===== src/rtl/dsr_pkg.sv =====
package dsr_pkg;

  localparam int NUM_SHARED = 4;

  typedef enum logic [1:0] {
    KIND_DIR = 2'd0,
    KIND_IND = 2'd1,
    KIND_EXT = 2'd2,
    KIND_STK = 2'd3
  } acc_kind_e;

  // Values 0..3 double as the fast-target index on the shared bus
  typedef enum logic [3:0] {
    RG_IRAM = 4'd0,
    RG_SFR  = 4'd1,
    RG_XRAM = 4'd2,
    RG_CREG = 4'd3,
    RG_RBLK = 4'd4,
    RG_RNB  = 4'd5,
    RG_STAT = 4'd6,
    RG_HOLD = 4'd7,
    RG_NONE = 4'd8
  } region_e;

endpackage


===== src/rtl/dsr_decode.sv =====
module dsr_decode
  import dsr_pkg::*;
#(
  parameter int          AW       = 16,
  parameter int unsigned XRAM_LO  = 'h0000,
  parameter int unsigned XRAM_HI  = 'h1FFF,
  parameter int unsigned CREG_LO  = 'h3000,
  parameter int unsigned CREG_HI  = 'h3EFF,
  parameter int unsigned STAT_AD  = 'h3F00,
  parameter int unsigned HOLD_AD  = 'h3F01,
  parameter int unsigned SFRX_LO  = 'h3F80,
  parameter int unsigned SFRX_HI  = 'h3FFF,
  parameter int unsigned RBLK_LO  = 'h4000,
  parameter int unsigned RBLK_HI  = 'h4FFF,
  parameter int unsigned RNB_LO   = 'h5000,
  parameter int unsigned RNB_HI   = 'h5FFF
) (
  input  logic [1:0]    kind,
  input  logic [AW-1:0] addr,
  output region_e       region,
  output logic [AW-1:0] tgt_addr
);

  localparam int IW = 8;

  function automatic logic in_win(input logic [AW-1:0] a,
                                  input logic [AW-1:0] lo,
                                  input logic [AW-1:0] hi);
    return (a >= lo) && (a <= hi);
  endfunction

  logic [AW-1:0] low_addr;
  assign low_addr = {{(AW-IW){1'b0}}, addr[IW-1:0]};

  always_comb begin
    region   = RG_NONE;
    tgt_addr = addr;
    if (kind != KIND_EXT) begin
      tgt_addr = low_addr;
      if (addr[IW-1] && (kind == KIND_DIR)) region = RG_SFR;
      else                                  region = RG_IRAM;
    end else if (in_win(addr, AW'(XRAM_LO), AW'(XRAM_HI))) begin
      region = RG_XRAM;
    end else if (in_win(addr, AW'(CREG_LO), AW'(CREG_HI))) begin
      region = RG_CREG;
    end else if (addr == AW'(STAT_AD)) begin
      region = RG_STAT;
    end else if (addr == AW'(HOLD_AD)) begin
      region = RG_HOLD;
    end else if (in_win(addr, AW'(SFRX_LO), AW'(SFRX_HI))) begin
      region   = RG_SFR;
      tgt_addr = low_addr;
    end else if (in_win(addr, AW'(RBLK_LO), AW'(RBLK_HI))) begin
      region = RG_RBLK;
    end else if (in_win(addr, AW'(RNB_LO), AW'(RNB_HI))) begin
      region = RG_RNB;
    end
  end

endmodule


===== src/rtl/dsr_radio_eng.sv =====
module dsr_radio_eng #(
  parameter int DW  = 8,
  parameter int RAW = 12
) (
  input  logic           clk,
  input  logic           rst_n,
  input  logic           launch,
  input  logic           launch_nb,
  input  logic           launch_we,
  input  logic [RAW-1:0] launch_addr,
  input  logic [DW-1:0]  launch_wdata,
  input  logic           rad_ack,
  input  logic [DW-1:0]  rad_rdata,
  output logic           busy,
  output logic           blk_done,
  output logic [DW-1:0]  hold,
  output logic           rad_req,
  output logic [RAW-1:0] rad_addr,
  output logic           rad_we,
  output logic [DW-1:0]  rad_wdata
);

  logic           busy_q, busy_d;
  logic           nb_q, we_q;
  logic [RAW-1:0] addr_q;
  logic [DW-1:0]  wdata_q, hold_q;
  logic           cap_en, hold_en;

  // next state and enables
  always_comb begin
    busy_d  = busy_q;
    cap_en  = 1'b0;
    hold_en = 1'b0;
    if (busy_q) begin
      if (rad_ack) begin
        busy_d  = 1'b0;
        hold_en = nb_q && !we_q;
      end
    end else if (launch) begin
      busy_d = 1'b1;
      cap_en = 1'b1;
    end
  end

  always_ff @(posedge clk or negedge rst_n) begin
    if (!rst_n) begin
      busy_q  <= 1'b0;
      nb_q    <= 1'b0;
      we_q    <= 1'b0;
      addr_q  <= '0;
      wdata_q <= '0;
      hold_q  <= '0;
    end else begin
      busy_q <= busy_d;
      if (cap_en) begin
        nb_q    <= launch_nb;
        we_q    <= launch_we;
        addr_q  <= launch_addr;
        wdata_q <= launch_wdata;
      end
      if (hold_en) hold_q <= rad_rdata;
    end
  end

  assign busy      = busy_q;
  assign blk_done  = busy_q && !nb_q && rad_ack;
  assign hold      = hold_q;
  assign rad_req   = busy_q;
  assign rad_addr  = addr_q;
  assign rad_we    = we_q;
  assign rad_wdata = wdata_q;

  AST_RAD_STEADY: assert property (@(posedge clk) disable iff (!rst_n)
    (rad_req && !rad_ack) |=> (rad_req && $stable(rad_addr) && $stable(rad_we) && $stable(rad_wdata)));
  AST_HOLD_LATCH: assert property (@(posedge clk) disable iff (!rst_n)
    (rad_req && rad_ack && !rad_we && nb_q) |=> (hold == $past(rad_rdata)));
  AST_ACK_FREES: assert property (@(posedge clk) disable iff (!rst_n)
    (rad_req && rad_ack) |=> !rad_req);

endmodule


===== src/rtl/dsr_router.sv =====
module dsr_router
  import dsr_pkg::*;
#(
  parameter int AW  = 16,
  parameter int DW  = 8,
  parameter int RAW = 12
) (
  input  logic                     clk,
  input  logic                     rst_n,
  input  logic                     cpu_req,
  input  logic [1:0]               cpu_kind,
  input  logic [AW-1:0]            cpu_addr,
  input  logic                     cpu_we,
  input  logic [DW-1:0]            cpu_wdata,
  output logic [DW-1:0]            cpu_rdata,
  output logic                     cpu_ready,
  output logic [NUM_SHARED-1:0]    tgt_req,
  output logic [AW-1:0]            tgt_addr,
  output logic                     tgt_we,
  output logic [DW-1:0]            tgt_wdata,
  input  logic [NUM_SHARED*DW-1:0] tgt_rdata,
  input  logic [NUM_SHARED-1:0]    tgt_ack,
  output logic                     rad_req,
  output logic [RAW-1:0]           rad_addr,
  output logic                     rad_we,
  output logic [DW-1:0]            rad_wdata,
  input  logic [DW-1:0]            rad_rdata,
  input  logic                     rad_ack
);

  localparam int SW = $clog2(NUM_SHARED);

  // reset: asserted asynchronously, released on the clock
  logic [1:0] rst_sync_q;
  logic       rst_sync_n;
  always_ff @(posedge clk or negedge rst_n) begin
    if (!rst_n) rst_sync_q <= 2'b00;
    else        rst_sync_q <= {rst_sync_q[0], 1'b1};
  end
  assign rst_sync_n = rst_sync_q[1];

  region_e       region;
  logic [3:0]    region_bits;
  logic [AW-1:0] dec_addr;

  dsr_decode #(.AW(AW)) u_decode (
    .kind     (cpu_kind),
    .addr     (cpu_addr),
    .region   (region),
    .tgt_addr (dec_addr)
  );
  assign region_bits = region;

  logic          radio_hit, launch;
  logic          eng_busy, blk_done;
  logic [DW-1:0] hold;

  assign radio_hit = cpu_req && ((region == RG_RBLK) || (region == RG_RNB));
  assign launch    = radio_hit && !eng_busy;

  dsr_radio_eng #(.DW(DW), .RAW(RAW)) u_radio (
    .clk          (clk),
    .rst_n        (rst_sync_n),
    .launch       (launch),
    .launch_nb    (region == RG_RNB),
    .launch_we    (cpu_we),
    .launch_addr  (cpu_addr[RAW-1:0]),
    .launch_wdata (cpu_wdata),
    .rad_ack      (rad_ack),
    .rad_rdata    (rad_rdata),
    .busy         (eng_busy),
    .blk_done     (blk_done),
    .hold         (hold),
    .rad_req      (rad_req),
    .rad_addr     (rad_addr),
    .rad_we       (rad_we),
    .rad_wdata    (rad_wdata)
  );

  // shared fast-target bus
  logic [DW-1:0] sh_rdata [NUM_SHARED];
  for (genvar g = 0; g < NUM_SHARED; g++) begin : g_tgt
    assign tgt_req[g]  = cpu_req && (region_bits == 4'(g));
    assign sh_rdata[g] = tgt_rdata[g*DW +: DW];
  end
  assign tgt_addr  = dec_addr;
  assign tgt_we    = cpu_we && (|tgt_req);
  assign tgt_wdata = cpu_wdata;

  // completion and read-data return
  always_comb begin
    cpu_ready = 1'b0;
    cpu_rdata = '0;
    if (cpu_req) begin
      unique case (region)
        RG_IRAM, RG_SFR, RG_XRAM, RG_CREG: begin
          cpu_ready = tgt_ack[region_bits[SW-1:0]];
          cpu_rdata = sh_rdata[region_bits[SW-1:0]];
        end
        RG_RBLK: begin
          cpu_ready = blk_done;
          cpu_rdata = rad_rdata;
        end
        RG_RNB:  cpu_ready = !eng_busy;
        RG_STAT: begin
          cpu_ready = 1'b1;
          cpu_rdata = {{(DW-1){1'b0}}, eng_busy};
        end
        RG_HOLD: begin
          cpu_ready = 1'b1;
          cpu_rdata = hold;
        end
        default: cpu_ready = 1'b1;
      endcase
    end
  end

  AST_LOW_IRAM: assert property (@(posedge clk) disable iff (!rst_sync_n)
    (cpu_req && (cpu_kind != KIND_EXT) && !cpu_addr[7]) |-> (tgt_req == NUM_SHARED'(1)));
  AST_HIGH_DIR_SFR: assert property (@(posedge clk) disable iff (!rst_sync_n)
    (cpu_req && (cpu_kind == KIND_DIR) && cpu_addr[7]) |-> (tgt_req == NUM_SHARED'(2)));
  AST_ONE_TARGET: assert property (@(posedge clk) disable iff (!rst_sync_n)
    $onehot0(tgt_req));
  AST_BLK_ON_ACK: assert property (@(posedge clk) disable iff (!rst_sync_n)
    (cpu_req && (region == RG_RBLK) && cpu_ready) |-> rad_ack);
  AST_NB_STARTS: assert property (@(posedge clk) disable iff (!rst_sync_n)
    (cpu_req && (region == RG_RNB) && cpu_ready) |=> rad_req);
  AST_STALL_BUSY: assert property (@(posedge clk) disable iff (!rst_sync_n)
    (cpu_req && (region == RG_RNB) && rad_req) |-> !cpu_ready);
  AST_NONE_ZERO: assert property (@(posedge clk) disable iff (!rst_sync_n)
    (cpu_req && (region == RG_NONE)) |-> (cpu_ready && (cpu_rdata == '0) && (tgt_req == '0)));

endmodule


===== config.mk =====
export PLATFORM = sky130hd
export DESIGN_NAME = dsr_router
export DESIGN_NICKNAME = d
export VERILOG_FILES = /design/src/rtl/dsr_pkg.sv /design/src/rtl/dsr_decode.sv /design/src/rtl/dsr_radio_eng.sv /design/src/rtl/dsr_router.sv
export SDC_FILE = /design/constraint.sdc
export NUM_CORES = 1
export LEC_CHECK = 0
export BUFFER_PORTS_ARGS = -buffer_cell sky130_fd_sc_hd__buf_2
export CORE_MARGIN = 2
export CORE_UTILIZATION = 40
export CTS_BUF_LIST = sky130_fd_sc_hd__clkbuf_4 sky130_fd_sc_hd__clkbuf_8
export DETAILED_ROUTE_END_ITERATION = 7
export PLACE_DENSITY = 0.78
export SETUP_SLACK_MARGIN = 0.2
export SYNTH_ARGS = -nofsm -noshare
export SYNTH_HDL_FRONTEND = slang
export SYNTH_SLANG_ARGS = --single-unit
export TNS_END_PERCENT = 30

===== constraint.sdc =====
create_clock -name clk -period 2.05 [get_ports clk]
set_input_delay 0.205 -clock clk [delete_from_list [all_inputs] [get_ports clk]]
set_output_delay 0.205 -clock clk [all_outputs]
set_load 0.01 [all_outputs]

* Yosys cells after proc, flatten, opt, wreduce, memory -nomap -nowiden
Index checks and enable logic that the tools add are counted.
** Word-level totals
- Input port bits :: 75
- Flip-flop bits (word level) :: 33
- Output and inout port bits :: 60
- Logic and storage cells :: 84
** Cells by class
- Eq/ne operators :: 10
- Reductions and logical operators :: 24
- Multiplexer cells :: 30
- Order comparisons :: 12
- Bitwise logic cells :: 1
** Operator list (count)
- 16-bit two-way mux :: 6
- 16-bit by 14-bit == test with 1-bit output (second input constant) :: 2
- 16-bit by 14-bit >= comparator with 1-bit output (second input constant) :: 2
- 16-bit by 15-bit >= comparator with 1-bit output (second input constant) :: 2
- 16-bit by 14-bit <= comparator with 1-bit output (second input constant) :: 2
- 16-bit by 15-bit <= comparator with 1-bit output (second input constant) :: 2
- 4-bit two-way mux :: 8
- 8-bit case mux with 4 select lines :: 1
- 8-bit two-way mux :: 3
- 8-bit binary-select mux with 2-bit select :: 1
- 4-bit by 3-bit == test with 1-bit output (second input constant) :: 4
- 16-bit by 1-bit >= comparator with 1-bit output (second input constant) :: 1
- 16-bit by 13-bit <= comparator with 1-bit output (second input constant) :: 1
- 1-bit logical AND :: 16
- 1-bit two-way mux :: 9
- 4-bit by 2-bit == test with 1-bit output (second input constant) :: 2
- 4-bit OR reduction :: 2
- 4-bit by 1-bit == test with 1-bit output (second input constant) :: 1
- 4-bit logical NOT :: 1
- 3-bit >= comparator (second input constant) :: 1
- 1-bit logical NOT :: 3
- 2-bit by 3-bit less-than comparator with 1-bit output (second input constant) :: 1
- 2-bit inverter with 3-bit output :: 1
- 1-bit case mux with 3 select lines :: 1
- other kinds (4) :: 4

* Logic depth before layout (Yosys ltp)
Gate-level depths: netlist of run 1.
- Depth after elaboration :: 16
- Mapped depth :: 8
- Depth with buffers taken out :: 6

* Hierarchy
Synthesis of run 1 repeated with hierarchy kept, for this count alone.
** Second synthesis, totals
- Cells, all modules :: 185
- Area total of the unflattened synthesis :: 2289.7 µm²
** By module, submodules not included
- dsr_radio_eng :: sequential area each 775.7 µm², times used 1, cells each 71, area an instance 1285.0 µm²
- dsr_router :: sequential area each 50.0 µm², times used 1, cells each 72, area an instance 721.9 µm²
- dsr_decode :: sequential area each 0.0 µm², times used 1, cells each 42, area an instance 282.8 µm²

* Least setup slack after synthesis of run 1
No wires, ideal clock.
- Path kind :: input to output
- Start point :: input port cpu_addr[7]
- End point :: output port cpu_rdata[0]
- Required time :: 1.845 ns
- Buffers on the path :: 1
- Setup slack :: -0.001 ns
- Data arrival time :: 1.846 ns
- Stages :: 6
- Cell sequence :: buf_6 > nor3_2 > nand4_1 > a21o_1 > or3b_4 > o32ai_1
** On the way
- Word-level cells in the longest chain between the ends :: 16
- Elaborated cells on any way between the ends :: 41
- Classes of those cells :: 10 x order compare; 8 x eq/ne; 14 x mux; 1 x bitwise; 8 x reduce/logical
** RTL lines
- start: declaration :: line dsr_router.sv:12 : input logic [AW-1:0] cpu_addr,
- 16-bit by 15-bit >= comparator with 1-bit output / 16-bit by 15-bit <= comparator with 1-bit output (equally long branches) :: line dsr_decode.sv:29 : return (a >= lo) && (a <= hi);
- 1-bit logical AND :: line dsr_decode.sv:29
- 4-bit two-way mux :: line dsr_decode.sv:55 : end else if (in_win(addr, AW'(RNB_LO), AW'(RNB_HI))) begin
- 4-bit two-way mux :: line dsr_decode.sv:53 : end else if (in_win(addr, AW'(RBLK_LO), AW'(RBLK_HI))) begin
- 4-bit two-way mux :: line dsr_decode.sv:50 : end else if (in_win(addr, AW'(SFRX_LO), AW'(SFRX_HI))) begin
- 4-bit two-way mux :: line dsr_decode.sv:48 : end else if (addr == AW'(HOLD_AD)) begin
- 4-bit two-way mux :: line dsr_decode.sv:46 : end else if (addr == AW'(STAT_AD)) begin
- 4-bit two-way mux :: line dsr_decode.sv:44 : end else if (in_win(addr, AW'(CREG_LO), AW'(CREG_HI))) begin
- 4-bit two-way mux :: line dsr_decode.sv:42 : end else if (in_win(addr, AW'(XRAM_LO), AW'(XRAM_HI))) begin
- 4-bit two-way mux (*) :: line dsr_decode.sv:38 : if (kind != KIND_EXT) begin
- 2-bit inverter with 3-bit output (not written as such) :: line dsr_router.sv:98 : cpu_rdata = sh_rdata[region_bits[SW-1:0]];
- 8-bit binary-select mux with 2-bit select :: line dsr_router.sv:98
- 8-bit two-way mux (not written as such) (2 in series) :: line dsr_router.sv:98
- 8-bit case mux with 4 select lines (*) :: line dsr_router.sv:95 : unique case (region)
- 8-bit two-way mux (*) :: line dsr_router.sv:94 : if (cpu_req) begin
- end: declaration :: line dsr_router.sv:15 : output logic [DW-1:0] cpu_rdata,
Every way passes the cells marked *; elsewhere a longest branch is shown, timed or not. The select of a mux whose other input is x is not followed.

* Final worst setup path of run 1
- Start point :: input port cpu_addr[1]
- End point :: output port cpu_rdata[5]
** On the way
- Word-level cells in the longest chain between the ends :: 16
- Elaborated cells on any way between the ends :: 39
- Classes of those cells :: 10 x order compare; 8 x eq/ne; 13 x mux; 1 x bitwise; 7 x reduce/logical
** RTL lines (line)
- 16-bit by 15-bit >= comparator with 1-bit output / 16-bit by 15-bit <= comparator with 1-bit output (equally long branches) :: dsr_decode.sv:29
- 1-bit logical AND :: dsr_decode.sv:29
- 4-bit two-way mux :: dsr_decode.sv:55
- 4-bit two-way mux :: dsr_decode.sv:53
- 4-bit two-way mux :: dsr_decode.sv:50
- 4-bit two-way mux :: dsr_decode.sv:48
- 4-bit two-way mux :: dsr_decode.sv:46
- 4-bit two-way mux :: dsr_decode.sv:44
- 4-bit two-way mux (*) :: dsr_decode.sv:42
- 4-bit two-way mux (*) :: dsr_decode.sv:38
- 2-bit inverter with 3-bit output (not written as such) :: dsr_router.sv:98
- 8-bit binary-select mux with 2-bit select :: dsr_router.sv:98
- 8-bit two-way mux (not written as such) (2 in series) :: dsr_router.sv:98
- 8-bit case mux with 4 select lines (*) :: dsr_router.sv:95
- 8-bit two-way mux (*) :: dsr_router.sv:94
Marked as above.

==> results of run 1 <==
## cells in the final DEF (no fill, tap or decap), types with 2 or more instances in the layout
cell        n
buf_2     131
buf_4      33
dfrtp_1    33
mux2_2     28
nand2_1     9
and2_1      9
nor2_1      8
a22o_1      8
a22oi_1     8
nand3_1     8
a21oi_1     8
a221o_1     7
clkbuf_8    7
o21ai_0     5
nor2b_1     5
inv_1       3
buf_6       3
buf_12      3
nand4_1     2
a21o_1      2
a211oi_1    2
nor2b_4     2
o21bai_1    2
mux2i_1     2
## power breakdown
part / leakage (nW) / switching [mW] / internal, mW
Sequential: 0.432 / 0.0485 / 0.741
Combinational: 1.24 / 0.266 / 0.290
Clock: 0.0542 / 0.232 / 0.303
## registers in the layout, indices dropped and copies added, names as in the netlist
name,cells
u_radio.rad_addr,12
u_radio.hold,8
u_radio.rad_we,1
u_radio.rad_wdata,8
rst_sync_q,2
u_radio.busy,1
u_radio.nb_q,1
## cell type report
class,instances,area (um^2),area share
clock buffers,7,96.3,0.0292
clock inverters,1,5.00,0.00152
inverters,3,11.3,0.00342
multi-input cells,146,1240,0.378
flip-flops and latches,33,826,0.251
well taps,72,90.1,0.0273
repair buffers,172,1020,0.310
## cell usage after synthesis (all sizes together)
master    n
a211oi    3
a2111oi   1
nor2      9
dfrtp    33
a22oi     9
nor4      1
inv       3
nor2b     7
a22o      8
nand4b    1
mux2     28
a221o     7
clkbuf    2
or3b      1
nand2     9
o32ai     1
a221oi    2
nor3b     1
mux2i     2
o31ai     1
nand4     2
nand3     9
a31oi     1
a21o      3
o21bai    2
o21ai     5
and4      1
and2      9
nand2b    1
o211ai    1
nor3      2
a2bb2oi   1
buf      22
a31o      2
a21oi    10
conb      1
a311o     1
and4bb    2
a211o     1
nand4bb   1
## stage by stage
| step | setup TNS [ps] | hold slack, ps | power, mW | std cells | worst slack [ps] |
|---|---|---|---|---|---|
| after floorplan | 0 | -90.6 | 1.08 | 206 | 73.4 |
| after global placement | -2100 | -8.44 | 1.33 | 420 | -245 |
| after detailed placement | -2840 | -7.62 | 1.35 | 420 | -317 |
| after CTS | -1720 | 132 | 1.89 | 430 | -230 |
| after global routing | -3180 | 154 | 1.99 | 434 | -352 |
| final | -1780 | 141 | 1.88 | 434 | -236 |
## timing repair
action / 4_1_cts / 5_1_grt
pin swaps: 7 / 4
endpoints found under the hold margin: 2 / 0
gates resized for setup: 8 / 5
hold buffers: 1 / 0
setup buffers: 1 / 4
endpoints found under the setup margin: 14 / 14
## final timing paths
kind / end / start / slack, ps
worst min-delay path: u_radio.busy / rad_ack / 140
max in group asynchronous: u_radio.rad_we / rst_sync_q[1] / 1240
worst max register to register: u_radio.rad_addr[6] / u_radio.busy / 600
min in group asynchronous: rst_sync_q[1] / rst_n / 220
worst max-delay path: cpu_rdata[5] / cpu_addr[1] / -240
worst min register to register: u_radio.rad_addr[9] / rst_sync_q[1] / 280
## cell families after synthesis
logic type,after synthesis,synth area share
and+or+nand+nor,56,0.160
DFF,33,0.375
AOI/OAI and AO/OA,59,0.224
buffers and inverters,27,0.0880
muxes,30,0.152
other,1,0.00170
## per-layer routing
metal | routed length (um) | part of all wire | GRT usage
met5 | 0 | 0 | 0
met4 | 110 | 0.017 | 0.0947
met3 | 327 | 0.050 | 0.0345
met2 | 3290 | 0.50 | 0.348
met1 | 2810 | 0.43 | 0.279
==> impl_metrics.env, run 1 <==
export IMPL_die_w_um=78.2
export IMPL_worstSkewPairLatency_ps=280
export IMPL_grt_antenna_before_repair=0
export IMPL_crit_path_end_kind="output pin"
export IMPL_final_cell_area_mm2=0.00330
export IMPL_maxCapViolCount=0
export IMPL_place_gp_congestion=0.810
export IMPL_antenna_cells=0
export IMPL_slowest_stage="a2111oi_4"
export IMPL_gr_total_overflow=0
export IMPL_synth_cell_types=50
export IMPL_syn_avg_cell_area_um2=10.7
export IMPL_start_kind="input port"
export IMPL_power_leakage_nw=1.72
export IMPL_firstDrtPassIters=4
export IMPL_drtIter0Drc=102
export IMPL_synth_area_mm2=0.00220
export IMPL_maxSlewHeadroom=0.556
export IMPL_globalRouteTotalUtil=0.213
export IMPL_grt_pass1_vias=2211
export IMPL_hold_viol=0
export IMPL_status="complete, but fails checks"
export IMPL_cts_max_level=2
export IMPL_vias=2288
export IMPL_grt_max_degree=25
export IMPL_yosysSeqAreaShare=0.375
export IMPL_rsz0062_at_grt="true"
export IMPL_synth_seq_cells=33
export IMPL_crit_type="input port to output pin"
export IMPL_ant_nets=0
export IMPL_syn_inst=206
export IMPL_synth_area_leaders="dfrtp_1, mux2_2, buf_4, a221o_1, a22o_1"
export IMPL_crit_chain="buf_8 -> nor4_4 -> buf_4 -> buf_6 -> o211ai_4 -> a2111oi_4 -> buf_12 -> a22oi_1 -> a21oi_1 -> a221o_1 -> buf_2"
export IMPL_area_growth_pct=49.5
export IMPL_grt_pass1_wl_um=10400
export IMPL_cp_max_fo=13
export IMPL_maxSlewViolCount=0
export IMPL_clock_root_buffer="clkbuf_8"
export IMPL_hold_depth=2
export IMPL_critical_path_depth=11
export IMPL_drive_above_1_share=0.630
export IMPL_violations="negative setup slack"
export IMPL_setup_viol_count_final=10
export IMPL_synth_largest_area_cell="dfrtp_1"
export IMPL_syn_nets=281
export IMPL_path_delay_family="compound AO/OA/AOI/OAI gates"
export IMPL_fin_crit_sh=1.12
export IMPL_rr_worst_depth=4
export IMPL_min_period_ps=2290
export IMPL_yosys_warnings=0
export IMPL_cpPeakStageDelay_ps=350
export IMPL_wl_um=6540
export IMPL_vias_per_cell=5.27
export IMPL_cts_made_buffers=5
export IMPL_num_rows=27
export IMPL_final_util=0.610
export IMPL_clk_path_buf_depth=2
export IMPL_finClkSkew_ps=4.93
export IMPL_yosysTopAreaCellShare=0.375
export IMPL_post_drt_wl_per_cell_um=15.1
export IMPL_place_detailed_hpwl_um=5170
export IMPL_critPathBufInv=5
export IMPL_dieArea_mm2=0.00612
export IMPL_dpl_cell_area_mm2=0.00308
export IMPL_start_util=0.408
export IMPL_fillers=487
export IMPL_worstMarginPinSlew_ps=666
export IMPL_irDropWorstVdd_mv=0.639
export IMPL_port_buffers=134
export IMPL_fmax_mhz=437
export IMPL_drc=0
export IMPL_core_area_mm2=0.00541
export IMPL_cp_required_ps=1850
export IMPL_arrival_ps=2080
export IMPL_cellPowerDensity_mw_per_mm2=571
export IMPL_cts_sinks=33
export IMPL_die_h_um=78.2
export IMPL_path_clk_slew_ps=70
export IMPL_cts_tree="yes"
export IMPL_hold_path_class="input port to flip-flop"
export IMPL_final_setup_worst_slack_ps=-236
export IMPL_io_pins=135
export IMPL_nets=436
(Power assumes the default switching activity.)
==> run 2, diff against run 1 <==
CTS_CLUSTER_DIAMETER = 120   (was not set)
GPL_ROUTABILITY_DRIVEN = 0   (was not set)
RECOVER_POWER = 100   (was not set)
==> run 2 against run 1 <==
Critical path type unchanged. The flow still finishes with violations (negative setup slack). Power is 0.11% lower. Combinational power about the same. Core utilization is 0.21 points lower. Clock skew is essentially flat. Sequential share of layout area rose by 0.086 points. Clock power about the same. Worst hold slack unchanged.
==> impl_metrics.env, run 2 (same netlist as run 1, synthesis figures left out) <==
export IMPL_cpPeakStageDelay_ps=350
export IMPL_final_setup_worst_slack_ps=-236
export IMPL_setup_viol_count_final=10
export IMPL_p_int_mw=1.33
export IMPL_cts_max_level=2
export IMPL_maxCapViolCount=0
export IMPL_final_cell_area_mm2=0.00328
export IMPL_port_buffers=134
export IMPL_grt_pass1_vias=2211
export IMPL_io_pins=135
export IMPL_cts_sinks=33
export IMPL_critPathBufInv=5
export IMPL_clock_root_buffer="clkbuf_8"
export IMPL_layout_common_cells="buf_2, buf_4, dfrtp_1"
export IMPL_antenna_cells=0
export IMPL_crit_type="input port to output pin"
export IMPL_core_area_mm2=0.00541
export IMPL_hold_viol=0
export IMPL_drc=0
export IMPL_layout_commonest_cell="buf_2"
export IMPL_seqPwrFrac=0.420
export IMPL_ant_nets=0
export IMPL_maxSlewViolCount=0
export IMPL_min_period_ps=2290
export IMPL_final_util=0.608
export IMPL_irDropWorstVdd_mv=0.639
export IMPL_gr_total_overflow=0
export IMPL_grt_antenna_before_repair=0
export IMPL_post_drt_wl_per_cell_um=15.1
export IMPL_final_setup_tns_ps=-1780
export IMPL_area_growth_pct=49.0
export IMPL_worstSkewPairLatency_ps=280
export IMPL_vias=2294
export IMPL_wl_um=6550
export IMPL_dieArea_mm2=0.00612
export IMPL_path_clk_slew_ps=70
export IMPL_die_h_um=78.2
export IMPL_maxSlewHeadroom=0.556
export IMPL_fin_crit_sh=1.12
export IMPL_arrival_ps=2080
export IMPL_fin_cells=434
export IMPL_finClkSkew_ps=4.87
export IMPL_status="complete, but fails checks"
export IMPL_start_kind="input port"
export IMPL_vias_per_cell=5.29
export IMPL_cts_tree="yes"
export IMPL_power_leakage_nw=1.70
export IMPL_worstMarginPinSlew_ps=666
export IMPL_clk_path_buf_depth=2
export IMPL_cp_max_fo=13
export IMPL_slowest_stage="a2111oi_4"
export IMPL_hold_path_class="input port to flip-flop"
export IMPL_path_delay_family="compound AO/OA/AOI/OAI gates"
export IMPL_rsz0062_at_grt="true"
export IMPL_nets=436
export IMPL_fmax_mhz=437
export IMPL_firstDrtPassIters=4
export IMPL_num_rows=27
export IMPL_cp_required_ps=1850
export IMPL_p_sw_mw=0.548
export IMPL_globalRouteTotalUtil=0.213
export IMPL_cellPowerDensity_mw_per_mm2=572
export IMPL_dp_cells=420
export IMPL_place_ws_ps=-317
export IMPL_start_util=0.408
export IMPL_die_w_um=78.2
export IMPL_pwr_share_clk=0.285
export IMPL_crit_path_end_kind="output pin"
export IMPL_drtIter0Drc=105
export IMPL_grt_max_degree=25
export IMPL_fillers=493
export IMPL_drive_above_1_share=0.605
export IMPL_largest_reg_flops=12
export IMPL_combPwrFrac=0.295
export IMPL_place_detailed_hpwl_um=5170
export IMPL_swShare=0.291
export IMPL_violations="negative setup slack"
export IMPL_grt_pass1_wl_um=10400
export IMPL_cts_made_buffers=5
export IMPL_crit_chain="buf_8 -> nor4_4 -> buf_4 -> buf_6 -> o211ai_4 -> a2111oi_4 -> buf_12 -> a22oi_1 -> a21oi_1 -> a221o_1 -> buf_2"
export IMPL_dpl_cell_area_mm2=0.00308
[run 2: area by class of cell]
| class | count | area, um^2 | area share |
|---|---|---|---|
| inverters | 3 | 11.3 | 0.00343 |
| clock buffers | 7 | 96.3 | 0.0293 |
| well taps | 72 | 90.1 | 0.0274 |
| flip-flops and latches | 33 | 826 | 0.251 |
| multi-input cells | 146 | 1240 | 0.379 |
| repair buffers | 172 | 1010 | 0.308 |
| clock inverters | 1 | 5.00 | 0.00152 |
[run 2: stage by stage]
| stage | power (mW) | hold slack, ps |
|---|---|---|
| 6_report | 1.88 | 141 |
| 3_3_place_gp | 1.33 | -8.44 |
| 2_1_floorplan | 1.08 | -90.6 |
| 4_1_cts | 1.89 | 132 |
| 3_5_place_dp | 1.35 | -7.62 |
| 5_1_grt | 1.98 | 154 |
[run 2: per-layer routing]
layer	GRT usage	wire length, um
met2	0.348	3290
met1	0.279	2820
met4	0.0947	110
met3	0.0345	334
met5	0	0
[run 2: timing repair]
item                       CTS  global route
cloned                       0             0
resized for setup            8             5
hold endpoints to repair     2             0
setup buffers                1             4
setup endpoints to repair   14            14
pin swaps                    7             4
hold buffers                 1             0
[run 2: path summary, 6_finish.rpt]
path	start	end	slack, ps	cells after the start
min in group asynchronous	rst_n	rst_sync_q[1]	230	2
setup / recovery	cpu_addr[1]	cpu_rdata[5]	-240	11
hold reg to reg	rst_sync_q[1]	u_radio.rad_addr[9]	280	0
setup reg to reg	u_radio.busy	u_radio.rad_addr[6]	600	4
max in group asynchronous	rst_sync_q[1]	u_radio.rad_we	1240	1
hold / removal	rad_ack	u_radio.busy	140	2
[run 2: power by group through the flow]
| stage | combinational (mW) | clock (mW) | sequential (mW) |
|---|---|---|---|
| 2_1_floorplan | 0.241 | 0 | 0.841 |
| 5_1_grt | 0.600 | 0.583 | 0.801 |
| 6_report | 0.555 | 0.536 | 0.789 |
| 3_3_place_gp | 0.533 | 0 | 0.794 |
| 3_5_place_dp | 0.545 | 0 | 0.801 |
| 4_1_cts | 0.555 | 0.550 | 0.789 |
==> run 3, diff against run 2 <==
CORE_UTILIZATION = 48   (was 40)
PLACE_DENSITY = 0.88   (was 0.78)
REMOVE_ABC_BUFFERS = 1   (was not set)
SKIP_CTS_REPAIR_TIMING = 1   (was not set)
clock period = 2.65 ns   (was 2.05 ns; I/O delays follow)
==> run 3 against run 2 <==
Core utilization up 6.1 points. Power down 28%. Clock skew up 1.0 ps. Design area down 11%. Setup slack better by 380 ps. Sequential share of layout area up 3.0 points. Largest power group unchanged. Clock power down 32%. Sequential power down 23%. Combinational power down 31%. Sequential cell count unchanged. Die area down 16%. Worst hold slack worse by 120 ps. The flow finishes with violations (max-capacitance violations, max-slew violations).
==> impl_metrics.env, run 3 (same netlist as run 1, synthesis figures left out) <==
export IMPL_status="complete, but fails checks"
export IMPL_violations="max-capacitance violations, max-slew violations"
export IMPL_setup_viol_count_final=0
export IMPL_place_detailed_hpwl_um=4960
export IMPL_cellPowerDensity_mw_per_mm2=463
export IMPL_cp_max_fo=7
export IMPL_pwr_share_clk=0.269
export IMPL_start_util=0.503
export IMPL_area_growth_pct=32.9
export IMPL_irDropWorstVdd_mv=0.476
export IMPL_rrSetupSlack_ps=560
export IMPL_seqPwrFrac=0.449
export IMPL_grt_antenna_before_repair=0
export IMPL_layout_common_cells="buf_2, clkbuf_1, dfrtp_1"
export IMPL_p_sw_mw=0.414
export IMPL_combPwrFrac=0.282
export IMPL_core_area_mm2=0.00438
export IMPL_grt_max_degree=31
export IMPL_swShare=0.305
export IMPL_clock_root_buffer="clkbuf_8"
export IMPL_drc=0
export IMPL_worstMarginPinSlew_ps=1540
export IMPL_nets=413
export IMPL_die_h_um=71.8
export IMPL_wl_um=6270
export IMPL_fmax_mhz=399
export IMPL_cts_sinks=33
export IMPL_cts_tree="yes"
export IMPL_firstDrtPassIters=5
export IMPL_dieArea_mm2=0.00515
export IMPL_grt_pass1_wl_um=9670
export IMPL_dpl_cell_area_mm2=0.00285
export IMPL_path_clk_slew_ps=60
export IMPL_cts_made_buffers=5
export IMPL_hold_path_class="flip-flop to asynchronous set/reset pin"
export IMPL_final_cell_area_mm2=0.00293
export IMPL_multi_input_area_mm2=0.00120
export IMPL_maxSlewHeadroom=-0.0277
export IMPL_hold_viol=0
export IMPL_arrival_ps=2240
export IMPL_final_setup_tns_ps=0
export IMPL_maxCapViolCount=1
export IMPL_cp_required_ps=2380
export IMPL_antenna_cells=0
export IMPL_layout_commonest_cell="buf_2"
export IMPL_start_kind="input port"
export IMPL_post_drt_wl_per_cell_um=16.0
export IMPL_fillers=384
export IMPL_rr_worst_depth=4
export IMPL_clk_path_buf_depth=2
export IMPL_finClkSkew_ps=5.90
export IMPL_globalRouteTotalUtil=0.237
export IMPL_fin_crit_sh=0.945
export IMPL_gr_total_overflow=0
export IMPL_vias=2216
export IMPL_worstSkewPairLatency_ps=280
export IMPL_maxSlewViolCount=31
export IMPL_drtIter0Drc=191
export IMPL_io_pins=135
export IMPL_drive_above_1_share=0.442
export IMPL_largest_reg_flops=12
export IMPL_min_period_ps=2510
export IMPL_crit_type="input port to output pin"
export IMPL_port_buffers=134
export IMPL_num_rows=24
export IMPL_seqCellArea_um2=826
export IMPL_crit_path_end_kind="output pin"
export IMPL_die_w_um=71.8
export IMPL_rsz0062_at_grt="true"
export IMPL_power_leakage_nw=1.41
export IMPL_grt_pass1_vias=2061
export IMPL_cts_max_level=2
export IMPL_p_int_mw=0.943
export IMPL_vias_per_cell=5.67
export IMPL_ant_nets=0
-- run 3: changes by cell type in the layout (fill, tap and decap cells not counted), sizes merged --
cell / delta
clkbuf: +40
buf: -64
clkinv: +1
-- run 3: final timing paths --
check / startpoint / endpoint
hold reg to reg: rst_sync_q[1] / u_radio.rad_wdata[5]
hold / removal: rst_sync_q[1] / u_radio.rad_wdata[5]
setup / recovery: cpu_addr[5] / cpu_rdata[3]
min in group clk: rad_ack / u_radio.busy
max in group asynchronous: rst_sync_q[1] / u_radio.rad_addr[5]
setup reg to reg: u_radio.busy / u_radio.rad_addr[6]
-- run 3: layout make-up --
class,count,share of cell area
well taps,52,0.0222
repair buffers,149,0.254
clock buffers,6,0.0260
inverters,3,0.00384
clock inverters,2,0.00342
flip-flops and latches,33,0.282
multi-input cells,146,0.409
-- run 3: worst max-delay path, cell delays in order --
cell      delay (ps)
buf_8            100
nor4_4           410
nand4_1          220
a21o_1           240
or3b_4           420
nor2_4           200
a221o_1          200
clkbuf_1         180
-- run 3: metrics by stage --
stage / util / setup WS (ps) / power [mW] / cells / hold WS, ps
final: 0.668 / 145 / 1.36 / 391 / 17.5
after global routing: 0.668 / 63.6 / 1.43 / 391 / 27.7
after CTS: 0.669 / 56.1 / 1.38 / 386 / -245
after detailed placement: 0.649 / 52.5 / 1.02 / 378 / 14.0
after global placement: 0.649 / 127 / 0.998 / 378 / 9.99
after floorplan: - / 330 / 0.797 / 182 / -30.6
-- run 3: power groups by stage --
stage               clock, mW  combinational, mW  sequential, mW
floorplan                   0              0.146           0.650
global placement            0              0.388           0.609
detailed placement          0              0.400           0.615
CTS                     0.371              0.401           0.607
global route            0.394              0.417           0.618
finish                  0.365              0.383           0.609
-- run 3: metal layers --
layer / track usage / vias to the layer above / wire (um)
met2: 0.410 / 116 / 3230
met3: 0.0380 / 12 / 459
li1: - / 1037 / -
met5: 0 / - / 0
met4: 0.0985 / 0 / 116
met1: 0.294 / 1051 / 2470
